--- config.mk ---
export PLATFORM = sky130hd
export DESIGN_NAME = frac_clk_mult
export DESIGN_NICKNAME = d
export VERILOG_FILES = /design/src/rtl/frac_mult_pkg.sv /design/src/rtl/frac_mult_regs.sv /design/src/rtl/frac_mult_pattern.sv /design/src/rtl/frac_mult_postdiv.sv /design/src/rtl/frac_clk_mult.sv
export SDC_FILE = /design/constraint.sdc
export NUM_CORES = 1
export LEC_CHECK = 0
export BUFFER_PORTS_ARGS = -buffer_cell sky130_fd_sc_hd__buf_2
export CORE_MARGIN = 2
export CORE_UTILIZATION = 51
export CTS_BUF_LIST = sky130_fd_sc_hd__clkbuf_8 sky130_fd_sc_hd__clkbuf_16
export CTS_CLUSTER_DIAMETER = 50
export DETAILED_ROUTE_END_ITERATION = 16
export GPL_ROUTABILITY_DRIVEN = 0
export PLACE_DENSITY = 0.79
export SLEW_MARGIN = 20
export SYNTH_ARGS = -nofsm -noshare
export SYNTH_HDL_FRONTEND = slang
export SYNTH_SLANG_ARGS = --single-unit
--- constraint.sdc ---
create_clock -name clk -period 2.61 [get_ports clk]
set_input_delay 0.1305 -clock clk [delete_from_list [all_inputs] [get_ports clk]]
set_output_delay 0.1305 -clock clk [all_outputs]
set_load 0.02 [all_outputs]
--- src/rtl/frac_mult_pkg.sv ---
package frac_mult_pkg;
  localparam int unsigned FRAME_LEN = 32;
  localparam int unsigned RATIO_W   = 5;
  localparam int unsigned POS_W     = $clog2(FRAME_LEN);
  localparam int unsigned MULT_W    = POS_W + 1;
  localparam int unsigned REG_W     = 32;
  localparam int unsigned KICK_BIT  = 31;

  typedef enum logic {
    SEL_CTRL = 1'b0,
    SEL_KICK = 1'b1
  } reg_sel_e;
endpackage

--- src/rtl/frac_mult_regs.sv ---
module frac_mult_regs
  import frac_mult_pkg::*;
#(
  parameter int unsigned FIELD_LSB = 8
) (
  input  logic                 clk,
  input  logic                 rst_n,
  input  logic                 wr_en,
  input  logic                 sel,
  input  logic [REG_W-1:0]     wdata,
  output logic [REG_W-1:0]     rdata,
  input  logic                 frame_end,
  output logic [RATIO_W-1:0]   field,
  output logic                 pending,
  output logic                 busy_err
);
  reg_sel_e         sel_e;
  logic [REG_W-1:0] ctrl_q;
  logic             kick_q;
  logic             busy_q;
  logic             ctrl_wr;
  logic             kick_wr;
  logic             refuse;

  assign sel_e   = reg_sel_e'(sel);
  assign ctrl_wr = wr_en && (sel_e == SEL_CTRL);
  assign kick_wr = wr_en && (sel_e == SEL_KICK) && wdata[KICK_BIT];
  assign refuse  = kick_q && (ctrl_wr || kick_wr);

  always_ff @(posedge clk or negedge rst_n) begin
    if (!rst_n) begin
      ctrl_q <= '0;
      kick_q <= 1'b0;
      busy_q <= 1'b0;
    end else begin
      busy_q <= refuse;
      if (ctrl_wr && !kick_q)
        ctrl_q <= wdata;
      if (kick_q && frame_end)
        kick_q <= 1'b0;
      else if (kick_wr && !kick_q)
        kick_q <= 1'b1;
    end
  end

  always_comb begin
    rdata = '0;
    if (sel_e == SEL_CTRL) rdata = ctrl_q;
    else                   rdata[KICK_BIT] = kick_q;
  end

  assign field    = ctrl_q[FIELD_LSB +: RATIO_W];
  assign pending  = kick_q;
  assign busy_err = busy_q;

  AST_KICK_HOLDS: assert property (@(posedge clk) disable iff (!rst_n)
    (kick_q && !frame_end) |=> kick_q) else $error("kick dropped early");
  AST_KICK_CLEARS_AT_FRAME: assert property (@(posedge clk) disable iff (!rst_n)
    (kick_q && frame_end) |=> !kick_q) else $error("kick not cleared");
  AST_REFUSED_CTRL_STABLE: assert property (@(posedge clk) disable iff (!rst_n)
    (ctrl_wr && kick_q) |=> $stable(ctrl_q)) else $error("ctrl changed while busy");
  AST_BUSY_AFTER_REFUSE: assert property (@(posedge clk) disable iff (!rst_n)
    (wr_en && sel_e == SEL_CTRL && kick_q) |=> busy_err) else $error("no busy pulse");
endmodule

--- src/rtl/frac_mult_pattern.sv ---
module frac_mult_pattern
  import frac_mult_pkg::*;
(
  input  logic               clk,
  input  logic               rst_n,
  input  logic               load_req,
  input  logic [RATIO_W-1:0] new_field,
  output logic               frame_end,
  output logic               frac_en
);
  localparam logic [MULT_W-1:0] FULL = MULT_W'(FRAME_LEN);

  logic [POS_W-1:0]  pos_q;
  logic [MULT_W-1:0] acc_q;
  logic [MULT_W-1:0] mult_q;
  logic [MULT_W:0]   sum;
  logic [MULT_W:0]   wrapped;
  logic              hit;

  assign sum       = {1'b0, acc_q} + {1'b0, mult_q};
  assign hit       = sum >= {1'b0, FULL};
  assign wrapped   = hit ? (sum - {1'b0, FULL}) : sum;
  assign frame_end = (pos_q == POS_W'(FRAME_LEN - 1));

  always_ff @(posedge clk or negedge rst_n) begin
    if (!rst_n) begin
      pos_q  <= '0;
      acc_q  <= '0;
      mult_q <= FULL;
    end else begin
      pos_q <= pos_q + 1'b1;
      if (frame_end) begin
        acc_q <= '0;
        if (load_req)
          mult_q <= FULL - {1'b0, new_field};
      end else begin
        acc_q <= wrapped[MULT_W-1:0];
      end
    end
  end

  assign frac_en = hit;

  AST_MULT_RANGE: assert property (@(posedge clk) disable iff (!rst_n)
    (mult_q >= 1) && (mult_q <= FULL)) else $error("multiplier out of range");
  AST_MULT_ONLY_AT_FRAME: assert property (@(posedge clk) disable iff (!rst_n)
    !(frame_end && load_req) |=> $stable(mult_q)) else $error("mid-frame load");
  AST_ACC_BOUNDED: assert property (@(posedge clk) disable iff (!rst_n)
    acc_q < FULL) else $error("accumulator overflow");
endmodule

--- src/rtl/frac_mult_postdiv.sv ---
module frac_mult_postdiv #(
  parameter int unsigned POST_DIV = 2
) (
  input  logic clk,
  input  logic rst_n,
  input  logic frac_en,
  output logic en_out
);
  localparam int unsigned CNT_W = (POST_DIV > 1) ? $clog2(POST_DIV) : 1;
  localparam logic [CNT_W-1:0] LAST = CNT_W'(POST_DIV - 1);

  logic out_q;

  generate
    if (POST_DIV == 1) begin : g_pass
      always_ff @(posedge clk or negedge rst_n) begin
        if (!rst_n) out_q <= 1'b0;
        else        out_q <= frac_en;
      end
    end else begin : g_count
      logic [CNT_W-1:0] cnt_q;
      always_ff @(posedge clk or negedge rst_n) begin
        if (!rst_n) begin
          cnt_q <= '0;
          out_q <= 1'b0;
        end else begin
          out_q <= frac_en && (cnt_q == LAST);
          if (frac_en)
            cnt_q <= (cnt_q == LAST) ? '0 : cnt_q + 1'b1;
        end
      end
    end
  endgenerate

  assign en_out = out_q;

  AST_OUT_NEEDS_FRAC: assert property (@(posedge clk) disable iff (!rst_n)
    en_out |-> $past(frac_en)) else $error("output without fractional enable");
endmodule

--- src/rtl/frac_clk_mult.sv ---
module frac_clk_mult
  import frac_mult_pkg::*;
#(
  parameter int unsigned FIELD_LSB = 8,
  parameter int unsigned POST_DIV  = 2
) (
  input  logic        clk,
  input  logic        rst_n,
  input  logic        reg_wr_en,
  input  logic        reg_sel,
  input  logic [31:0] reg_wdata,
  output logic [31:0] reg_rdata,
  output logic        busy_err,
  output logic        clk_en_out
);
  logic [RATIO_W-1:0] field;
  logic               pending;
  logic               frame_end;
  logic               frac_en;

  frac_mult_regs #(.FIELD_LSB(FIELD_LSB)) u_regs (
    .clk       (clk),
    .rst_n     (rst_n),
    .wr_en     (reg_wr_en),
    .sel       (reg_sel),
    .wdata     (reg_wdata),
    .rdata     (reg_rdata),
    .frame_end (frame_end),
    .field     (field),
    .pending   (pending),
    .busy_err  (busy_err)
  );

  frac_mult_pattern u_pattern (
    .clk       (clk),
    .rst_n     (rst_n),
    .load_req  (pending),
    .new_field (field),
    .frame_end (frame_end),
    .frac_en   (frac_en)
  );

  frac_mult_postdiv #(.POST_DIV(POST_DIV)) u_postdiv (
    .clk     (clk),
    .rst_n   (rst_n),
    .frac_en (frac_en),
    .en_out  (clk_en_out)
  );

  AST_FIELD_FITS: assert property (@(posedge clk) FIELD_LSB + RATIO_W <= REG_W)
    else $error("field offset too large");
endmodule

==> results of run 1 <==
[critical path: cells and delay by family, from the launching register on]
kind	cells	cell delay [ns]
AND/OR/NAND/NOR	2	0.67
AO/OA/AOI/OAI	2	0.53
adder cells (fa/ha/maj)	1	0.36
flip-flops	1	0.40
[worst max path at each step]
stage	end	slack, ns	cells past startpoint
after global routing	u_pattern.acc_q[5]	0.51	5
final	u_pattern.acc_q[5]	0.57	5
after CTS	u_pattern.acc_q[5]	0.58	5
after detailed placement	u_pattern.acc_q[5]	0.60	5
after global placement	u_pattern.acc_q[5]	0.66	5
after floorplan	u_pattern.acc_q[5]	0.70	5
[cell usage in the layout (no fill, tap or decap), types with 2 or more instances in the layout]
cell,netlist,layout
nor3_1,3,3
buf_4,0,2
buf_2,3,69
clkbuf_8,0,7
ha_1,9,9
a21oi_1,3,3
xor2_1,5,5
xnor2_1,3,3
mux2i_1,2,2
dfrtp_1,52,52
mux2_2,32,32
nor2_1,6,6
nand2_1,10,10
o21ai_0,6,6
inv_1,4,4
and3_1,2,2
nand3_1,3,3
nor2b_1,32,32
[cell type report]
| type | instances | share of cell area |
|---|---|---|
| Inverter | 4 | 0.00515 |
| Sequential cell | 53 | 0.456 |
| Timing Repair Buffer | 72 | 0.127 |
| Clock buffer | 7 | 0.0331 |
| Multi-Input combinational cell | 129 | 0.355 |
| Tap cell | 52 | 0.0223 |
| Clock inverter | 1 | 0.00172 |
[what timing repair did]
item / in CTS / in global routing
hold buffers: 1 / 0
setup endpoints to repair: 0 / 0
endpoints found under the hold margin: 26 / 0
resized for setup: 0 / 0
buffers inserted: 0 / 0
[stage by stage]
step / setup slack [ns] / cells / power [mW] / area (sq um) / hold WS (ns)
floorplan: 0.699 / 194 / 2.02 / 2400 / -0.165
global placement: 0.663 / 309 / 2.27 / 2800 / 0.184
detailed placement: 0.601 / 309 / 2.33 / 2800 / 0.188
CTS: 0.579 / 318 / 2.84 / 2910 / 0.0174
global route: 0.514 / 318 / 3.02 / 2910 / 0.0182
finish: 0.573 / 318 / 2.81 / 2910 / 0.0293
[state kept, by name, indices dropped and copies added, names as in the netlist]
register / flops
u_pattern.acc_q: 6
u_postdiv.en_out: 1
u_regs.pending: 1
u_regs.ctrl_q: 32
u_pattern.pos_q: 5
u_postdiv.g_count.cnt_q: 1
u_pattern.mult_q: 6
u_regs.busy_err: 1
[layer usage]
layer	vias to the layer above	part of all wire	GRT usage	wire length (um)
li1	800	-	-	-
met1	815	0.45	0.247	2020
met2	42	0.48	0.299	2170
met3	7	0.054	0.0580	246
met4	0	0.019	0.0947	85
met5	-	0	0	0
[synthesized netlist by cell type, types with 4 or more instances]
cell,instances
nor2b_1,32
dfrtp_1,52
nand2_1,10
o21ai_0,6
ha_1,9
xor2_1,5
clkbuf_1,5
nor2_1,6
mux2_2,32
inv_1,4
[power by group through the flow]
stage,clock network (mW),logic [mW],registers [mW]
CTS,0.518,1.10,1.23
global route,0.546,1.22,1.26
floorplan,0,0.814,1.21
detailed placement,0,1.09,1.24
global placement,0,1.05,1.22
finish,0.501,1.09,1.22
[kinds of logic (layout without fill, tap and decap cells)]
kind of cell / Yosys count / count (layout) / synth area share
and+or+nand+nor: 62 / 62 / 0.147
DFF: 53 / 53 / 0.552
muxes: 34 / 34 / 0.158
AOI/OAI and AO/OA: 15 / 15 / 0.0385
buffers and inverters: 12 / 84 / 0.0203
adders and majority gates: 10 / 10 / 0.0552
xor gates and xnor gates: 8 / 8 / 0.0291
==> results.py, run 1 <==
metrics = {
    "floorplan": {
        "start_util": 0.541,
        "die-area_sq_mm": 0.00528,
        "die_w_um": 72.7,
        "rows": 24,
        "io_pins": 70,
        "coreArea_sq_mm": 0.00444,
        "die_h_um": 72.7,
    },
    "pwr": {
        "p_leak_nw": 1.43,
        "intPower_mw": 1.86,
        "p_seq_frac": 0.435,
        "swShare": 0.340,
        "clkPwrFrac": 0.178,
        "power_switching_mw": 0.958,
        "p_comb_frac": 0.387,
        "power_density_mw_per_mm2": 966,
        "peakVddDrop_mv": 0.587,
    },
    "finish": {
        "fin_nets": 311,
        "seq_area_sq_mm": 0.00133,
        "multi_input_area_sq_mm": 0.00103,
        "fill_cells": 366,
        "final_layout_size_suffix_gt1_frac": 0.429,
        "diodes": 0,
        "area_growth_pct": 21.2,
        "finish.utilization": 0.656,
    },
    "setup_path": {
        "critPathRequiredTime_ns": 2.84,
        "r2r-end": "u_pattern.acc_q[5]",
        "cp.arrival_ns": 2.27,
        "critPathMaxFanout": 5,
        "path_cells": "ha_1 > and3_1 > a221o_1 > or4b_1 > a31oi_1",
        "reg2reg_slack_ns": 0.57,
        "worst_setup_path_start_kind": "flip-flop",
        "cp-end-kind": "flip-flop",
        "path_class": "flip-flop to flip-flop",
        "r2r-start": "u_pattern.mult_q[3]",
        "slowest_stage": "or4b_1",
        "cp_slowest_stage_delay_ns": 0.48,
        "setup.worst_path.start": "u_pattern.mult_q[3]",
        "reg2reg_depth": 5,
    },
    "yosys": {
        "yosysTopAreaCellShare": 0.541,
        "synthDistinctLibCells": 31,
        "yosysTopAreaCell": "dfrtp_1",
        "synth-edff-count": 0,
        "synthTopCellsByArea": "dfrtp_1 54%, mux2_2 15%, nor2b_1 8.3%, ha_1 4.7%, xor2_1 1.8%",
        "yosysWarnings": 0,
        "synth-main-ff-cell": "dfrtp_1",
        "syn-cell-area_sq_mm": 0.00240,
        "synth.yosys.seq_area_share": 0.552,
        "avgSynthCellArea_sq_um": 12.4,
        "async_flop_share": 1.00,
        "ys_seq_elements": 53,
        "synth.net_count": 240,
        "syn_inst": 194,
    },
    "timing": {
        "finClkSkew_ns": 0.00175,
        "finalSetupViolations": 0,
        "fmax_ghz": 0.491,
        "slew_headroom": 0.564,
        "hold_violations": 0,
        "period_share": 0.780,
        "rsz0062_at_grt": "no",
        "min_period_ns": 2.04,
        "worst_pin_slew_ns": 0.654,
        "fin_tns_setup_ns": 0,
        "report.final.slew_viol_count": 0,
    },
    "placed_design": {
        "numPortBuffers": 69,
        "hpwl_um": 3210,
    },
    "clock_tree": {
        "cts_made_buffers": 5,
        "cts_buffer_depth": 2,
        "clock_sinks": 53,
        "htreeDepth": 2,
        "clock_latency_ns": 0.30,
        "clk_pin_slew_ns": 0.09,
        "cts_tree": "done",
        "cts_root_buf": "clkbuf_8",
    },
    "drt": {
        "via_count": 1664,
        "avgRoutedWirePerCell_um": 14.2,
        "remaining_drc_errors": 0,
        "first_pass_iters": 2,
        "wl_um": 4520,
        "drt_first_iter_violations": 77,
        "postRouteAntennaNets": 0,
        "via_per_inst": 5.23,
    },
    "global_route": {
        "grt-ovfl-total": 0,
        "grt_pass1_wl_um": 7700,
        "grt_max_degree": 36,
        "grt_pass1_vias": 1757,
        "grt_usage": 0.193,
        "antenna_found_initial": 0,
    },
    "run": {
        "max-cap-violations": 0,
    },
    "worst_hold_path": {
        "whs_endpoint": "u_regs.ctrl_q[8]",
        "min-delay-start": "reg_wdata[8]",
        "holdCritPathClass": "primary input to flip-flop",
        "holdPathStages": 3,
    },
    "status": {
        "status": "complete, no violations",
    },
}
No activity file was read; power rests on OpenSTA's default activity.
==> run 2, diff against run 1 <==
- CORE_UTILIZATION: 51 -> 46
- PLACE_DENSITY: 0.79 -> 0.75
- clock period: 2.61 -> 1.8 ns (I/O delays scaled with it)
==> run 2 against run 1 <==
  * Non-clock buffer count increased by 11
  * The flow now finishes with violations (negative setup slack)
  * Highest routed layer unchanged
  * Largest cell class unchanged
  * Final cell count increased by 9.1%
  * Via count increased by 1.3%
  * Critical path type unchanged
  * Sequential share of layout area down 2.3 points
  * Die area increased by 10%
==> results.py, run 2 (same netlist as run 1, synthesis figures left out) <==
metrics = {
    "finish": {
        "largest_reg_flops": 32,
        "diodes": 0,
        "layout_common_cells": "69 x buf_2, 52 x dfrtp_1, 32 x nor2b_1, 32 x mux2_2, 12 x buf_4",
        "max_flop_register": "u_regs.ctrl_q",
        "fill_cells": 414,
        "fin_nets": 322,
        "final_layout_size_suffix_gt1_frac": 0.466,
        "final_common_cell": "buf_2",
        "final_area_sq_mm": 0.00307,
        "area_growth_pct": 27.6,
        "reg_top3": "u_regs.ctrl_q x32, u_pattern.acc_q x6, u_pattern.mult_q x6",
    },
    "floorplan": {
        "die_h_um": 76.3,
        "die_w_um": 76.3,
        "coreArea_sq_mm": 0.00507,
        "io_pins": 70,
        "die-area_sq_mm": 0.00582,
        "start_util": 0.474,
        "rows": 26,
    },
    "global_route": {
        "grt-ovfl-total": 0,
        "grt_usage": 0.166,
        "grt_pass1_wl_um": 7830,
        "grt_pass1_vias": 1745,
        "antenna_found_initial": 0,
        "grt_max_degree": 23,
    },
    "placed_design": {
        "place_ws_ns": -0.0423,
        "numPortBuffers": 69,
        "hpwl_um": 3370,
        "placed_area_sq_mm": 0.00295,
    },
    "setup_path": {
        "critPathMaxFanout": 2,
        "cp-end-kind": "flip-flop",
        "worst_setup_path_start_kind": "flip-flop",
        "path_class": "flip-flop to flip-flop",
        "critPathRequiredTime_ns": 2.03,
        "cp.arrival_ns": 2.08,
    },
    "run": {
        "max-cap-violations": 0,
    },
    "drt": {
        "via_count": 1686,
        "remaining_drc_errors": 0,
        "postRouteAntennaNets": 0,
        "first_pass_iters": 4,
        "via_per_inst": 4.86,
        "avgRoutedWirePerCell_um": 13.2,
        "wl_um": 4580,
        "drt_first_iter_violations": 34,
    },
    "clock_tree": {
        "cts_root_buf": "clkbuf_8",
        "cts_tree": "done",
        "htreeDepth": 2,
        "cts_made_buffers": 5,
        "clock_latency_ns": 0.30,
        "clk_pin_slew_ns": 0.09,
        "clock_sinks": 53,
        "cts_buffer_depth": 2,
    },
    "timing": {
        "slew_headroom": 0.716,
        "report.final.slew_viol_count": 0,
        "period_share": 1.03,
        "finalSetupViolations": 1,
        "fmax_ghz": 0.539,
        "min_period_ns": 1.85,
        "finClkSkew_ns": 0.00645,
        "worst_pin_slew_ns": 0.426,
        "setup_ws_ns": -0.0545,
        "hold_violations": 0,
        "fin_tns_setup_ns": -0.0545,
        "rsz0062_at_grt": "yes",
    },
    "pwr": {
        "p_leak_nw": 1.49,
        "power_density_mw_per_mm2": 1410,
        "peakVddDrop_mv": 0.741,
    },
    "status": {
        "violations": "negative setup slack",
        "status": "finished, violations left",
    },
    "worst_hold_path": {
        "holdCritPathClass": "primary input to flip-flop",
    },
}
## run 2: area by class of cell
class / instances / area (sq um) / area share
clock buffers: 5 / 68.8 / 0.0224
clock inverters: 3 / 13.8 / 0.00449
inverters: 4 / 15.0 / 0.00489
multi-input cells: 129 / 1090 / 0.355
flip-flops and latches: 53 / 1330 / 0.433
well taps: 70 / 87.6 / 0.0285
repair buffers: 83 / 465 / 0.152
## run 2: final timing paths
path / startpoint / end / slack [ns] / depth (start not counted)
min reg2reg: u_pattern.pos_q[0] / u_pattern.pos_q[0] / 0.46 / 1
max: u_pattern.acc_q[1] / u_pattern.acc_q[5] / -0.05 / 5
max in group asynchronous: rst_n / u_pattern.pos_q[2] / 0.99 / 3
min in group asynchronous: rst_n / u_pattern.mult_q[3] / 0.25 / 2
min: reg_wdata[9] / u_regs.ctrl_q[9] / 0.007 / 3
max reg2reg: u_pattern.acc_q[1] / u_pattern.acc_q[5] / -0.05 / 5
## run 2: critical path, stage by stage (launching register included)
cell	delay [ns]
dfrtp_1	0.40
ha_1	0.29
a21o_1	0.18
a221o_1	0.33
or4b_1	0.46
a31oi_1	0.13
## run 2: through the flow
| stage | total power, mW | util | hold slack [ns] | instances |
|---|---|---|---|---|
| after detailed placement | 3.61 | 0.581 | 0.0582 | 337 |
| after global placement | 3.52 | 0.581 | 0.0573 | 337 |
| after CTS | 4.25 | 0.600 | 0.00111 | 346 |
| final | 4.33 | 0.605 | 0.00703 | 347 |
| after global routing | 4.67 | 0.605 | 0.000105 | 347 |
| after floorplan | 3.03 | - | -0.206 | 194 |
## run 2: layer usage
layer  GRT usage  share of wire  wire, um  vias up
met2       0.280           0.49      2230       42
li1            -              -         -      816
met4      0.0545          0.014        63        0
met1       0.211           0.45      2080      820
met3      0.0427          0.044       203        8
met5           0              0         0        -
## run 2: repair_timing
item,in CTS,in global routing
setup endpoints to repair,1,3
endpoints found under the hold margin,15,0
hold buffers,1,0
resized for setup,0,3
buffers inserted,0,1
## run 2: report_power, final
group	leakage, nW	internal [mW]	switching (mW)	total, mW
combinational	0.817	1.01	0.880	1.89
sequential	0.624	1.58	0.222	1.80
clock	0.0491	0.265	0.372	0.637
total	1.49	2.85	1.47	4.33
==> run 3, diff against run 2 <==
- PLACE_DENSITY: 0.75 -> 0.79
==> run 3 against run 2 <==
  * The flow still finishes with violations (negative setup slack)
  * Clock skew about the same
  * Critical path depth unchanged
  * First-iteration DRC count increased by 47%
  * Largest cell class unchanged
  * Clock power decreased by 2%
  * Sequential power about the same
  * Setup slack got worse by 0.0044 ns
  * Count of clock-buffer cells in the layout unchanged
  * Critical endpoint unchanged
  * Largest power group is now sequential cells
  * Wire length increased by 2.6%
  * Critical path type unchanged
  * Final cell count unchanged
==> results.py, run 3 (same netlist as run 1, synthesis figures left out) <==
metrics = {
    "drt": {
        "via_per_inst": 4.90,
        "first_pass_iters": 4,
        "remaining_drc_errors": 0,
        "postRouteAntennaNets": 0,
        "via_count": 1701,
        "drt_first_iter_violations": 50,
        "wl_um": 4690,
        "avgRoutedWirePerCell_um": 13.5,
    },
    "finish": {
        "seq_area_sq_mm": 0.00133,
        "fill_cells": 450,
        "final_layout_size_suffix_gt1_frac": 0.451,
        "multi_input_area_sq_mm": 0.00108,
        "max_flop_register": "u_regs.ctrl_q",
        "finish.utilization": 0.606,
        "fin_cells": 347,
        "final_common_cell": "buf_2",
        "reg_top3": "u_regs.ctrl_q x32, u_pattern.acc_q x6, u_pattern.mult_q x6",
        "fin_nets": 322,
        "layout_common_cells": "69 x buf_2, 52 x dfrtp_1, 32 x nor2b_1, 32 x mux2_2, 10 x nand2_1",
        "final_area_sq_mm": 0.00307,
        "diodes": 0,
        "area_growth_pct": 27.8,
        "largest_reg_flops": 32,
    },
    "floorplan": {
        "die_w_um": 76.3,
        "io_pins": 70,
        "coreArea_sq_mm": 0.00507,
        "rows": 26,
        "die-area_sq_mm": 0.00582,
        "die_h_um": 76.3,
        "start_util": 0.474,
    },
    "global_route": {
        "antenna_found_initial": 0,
        "grt-ovfl-total": 0,
        "grt_pass1_vias": 1716,
        "grt_pass1_wl_um": 7830,
        "grt_usage": 0.166,
        "grt_max_degree": 29,
    },
    "status": {
        "violations": "negative setup slack",
        "status": "finished, violations left",
    },
    "worst_hold_path": {
        "holdCritPathClass": "primary input to flip-flop",
    },
    "placed_design": {
        "hpwl_um": 3560,
        "numPortBuffers": 69,
        "place_ws_ns": -0.0489,
        "placed_area_sq_mm": 0.00296,
        "dp_cells": 336,
    },
    "clock_tree": {
        "htreeDepth": 2,
        "cts_tree": "done",
        "clock_latency_ns": 0.30,
        "cts_buffer_depth": 2,
        "clk_pin_slew_ns": 0.09,
        "cts_made_buffers": 5,
        "cts_root_buf": "clkbuf_8",
        "clock_sinks": 53,
        "post-cts-setup-buffers": 0,
    },
    "timing": {
        "setup_ws_ns": -0.0589,
        "period_share": 1.03,
        "fin_tns_setup_ns": -0.0589,
        "finClkSkew_ns": 0.00599,
        "hold_violations": 0,
        "worst_pin_slew_ns": 0.634,
        "slew_headroom": 0.577,
        "hold_slack_ns": 0.0167,
        "min_period_ns": 1.86,
        "finalSetupViolations": 1,
        "report.final.slew_viol_count": 0,
        "rsz0062_at_grt": "yes",
        "fmax_ghz": 0.538,
    },
    "setup_path": {
        "cp-end-kind": "flip-flop",
        "critPathMaxFanout": 2,
        "cp_slowest_stage_delay_ns": 0.47,
        "path_cells": "ha_1 > a21o_1 > a221o_1 > or4b_1 > a31oi_1",
        "worst_setup_path_start_kind": "flip-flop",
        "cp.arrival_ns": 2.08,
        "path_delay_family": "compound AO/OA/AOI/OAI gates",
        "crit_buf_inv": 0,
        "slowest_stage": "or4b_1",
        "path_class": "flip-flop to flip-flop",
        "critPathRequiredTime_ns": 2.02,
    },
    "run": {
        "max-cap-violations": 0,
    },
    "pwr": {
        "total_power_mw": 4.25,
        "power_density_mw_per_mm2": 1380,
        "p_leak_nw": 1.49,
        "peakVddDrop_mv": 0.697,
    },
}
## run 3: layer usage
layer / track usage / routed length, um / up-vias / share of wire
met5: 0 / 0 / - / 0
met1: 0.209 / 2070 / 836 / 0.44
met2: 0.288 / 2400 / 39 / 0.51
met4: 0.0382 / 25 / 0 / 0.0053
li1: - / - / 821 / -
met3: 0.0438 / 195 / 5 / 0.042
## run 3: final timing paths
path / start / end / slack [ns] / cells past startpoint
setup / recovery: u_pattern.acc_q[1] / u_pattern.acc_q[5] / -0.06 / 5
min in group asynchronous: rst_n / u_pattern.pos_q[4] / 0.35 / 2
max in group asynchronous: rst_n / u_regs.ctrl_q[22] / 0.83 / 3
hold reg to reg: u_pattern.pos_q[0] / u_pattern.pos_q[0] / 0.45 / 1
setup reg to reg: u_pattern.acc_q[1] / u_pattern.acc_q[5] / -0.06 / 5
hold / removal: reg_wdata[9] / u_regs.ctrl_q[9] / 0.02 / 3
## run 3: timing repair
action / CTS / global route
pin swaps: 0 / 0
gates resized for setup: 0 / 1
endpoints found under the setup margin: 1 / 3
hold buffers: 2 / 1
hold endpoints to repair: 26 / 1
## run 3: cell type report
cell class,count,area share
inverters,4,0.00489
multi-input cells,129,0.350
clock buffers,5,0.0224
flip-flops and latches,53,0.432
well taps,70,0.0285
clock inverters,3,0.00489
repair buffers,83,0.157
## run 3: power by group
| group | internal (mW) | switching, mW | total [mW] |
|---|---|---|---|
| clock network | 0.265 | 0.362 | 0.627 |
| registers | 1.58 | 0.233 | 1.81 |
| logic | 0.959 | 0.849 | 1.81 |
| total | 2.80 | 1.44 | 4.25 |
## run 3: worst register-to-register path: stages, from the launching register on
cell	delay, ns
dfrtp_1	0.39
ha_1	0.29
a21o_1	0.17
a221o_1	0.34
or4b_1	0.47
a31oi_1	0.13
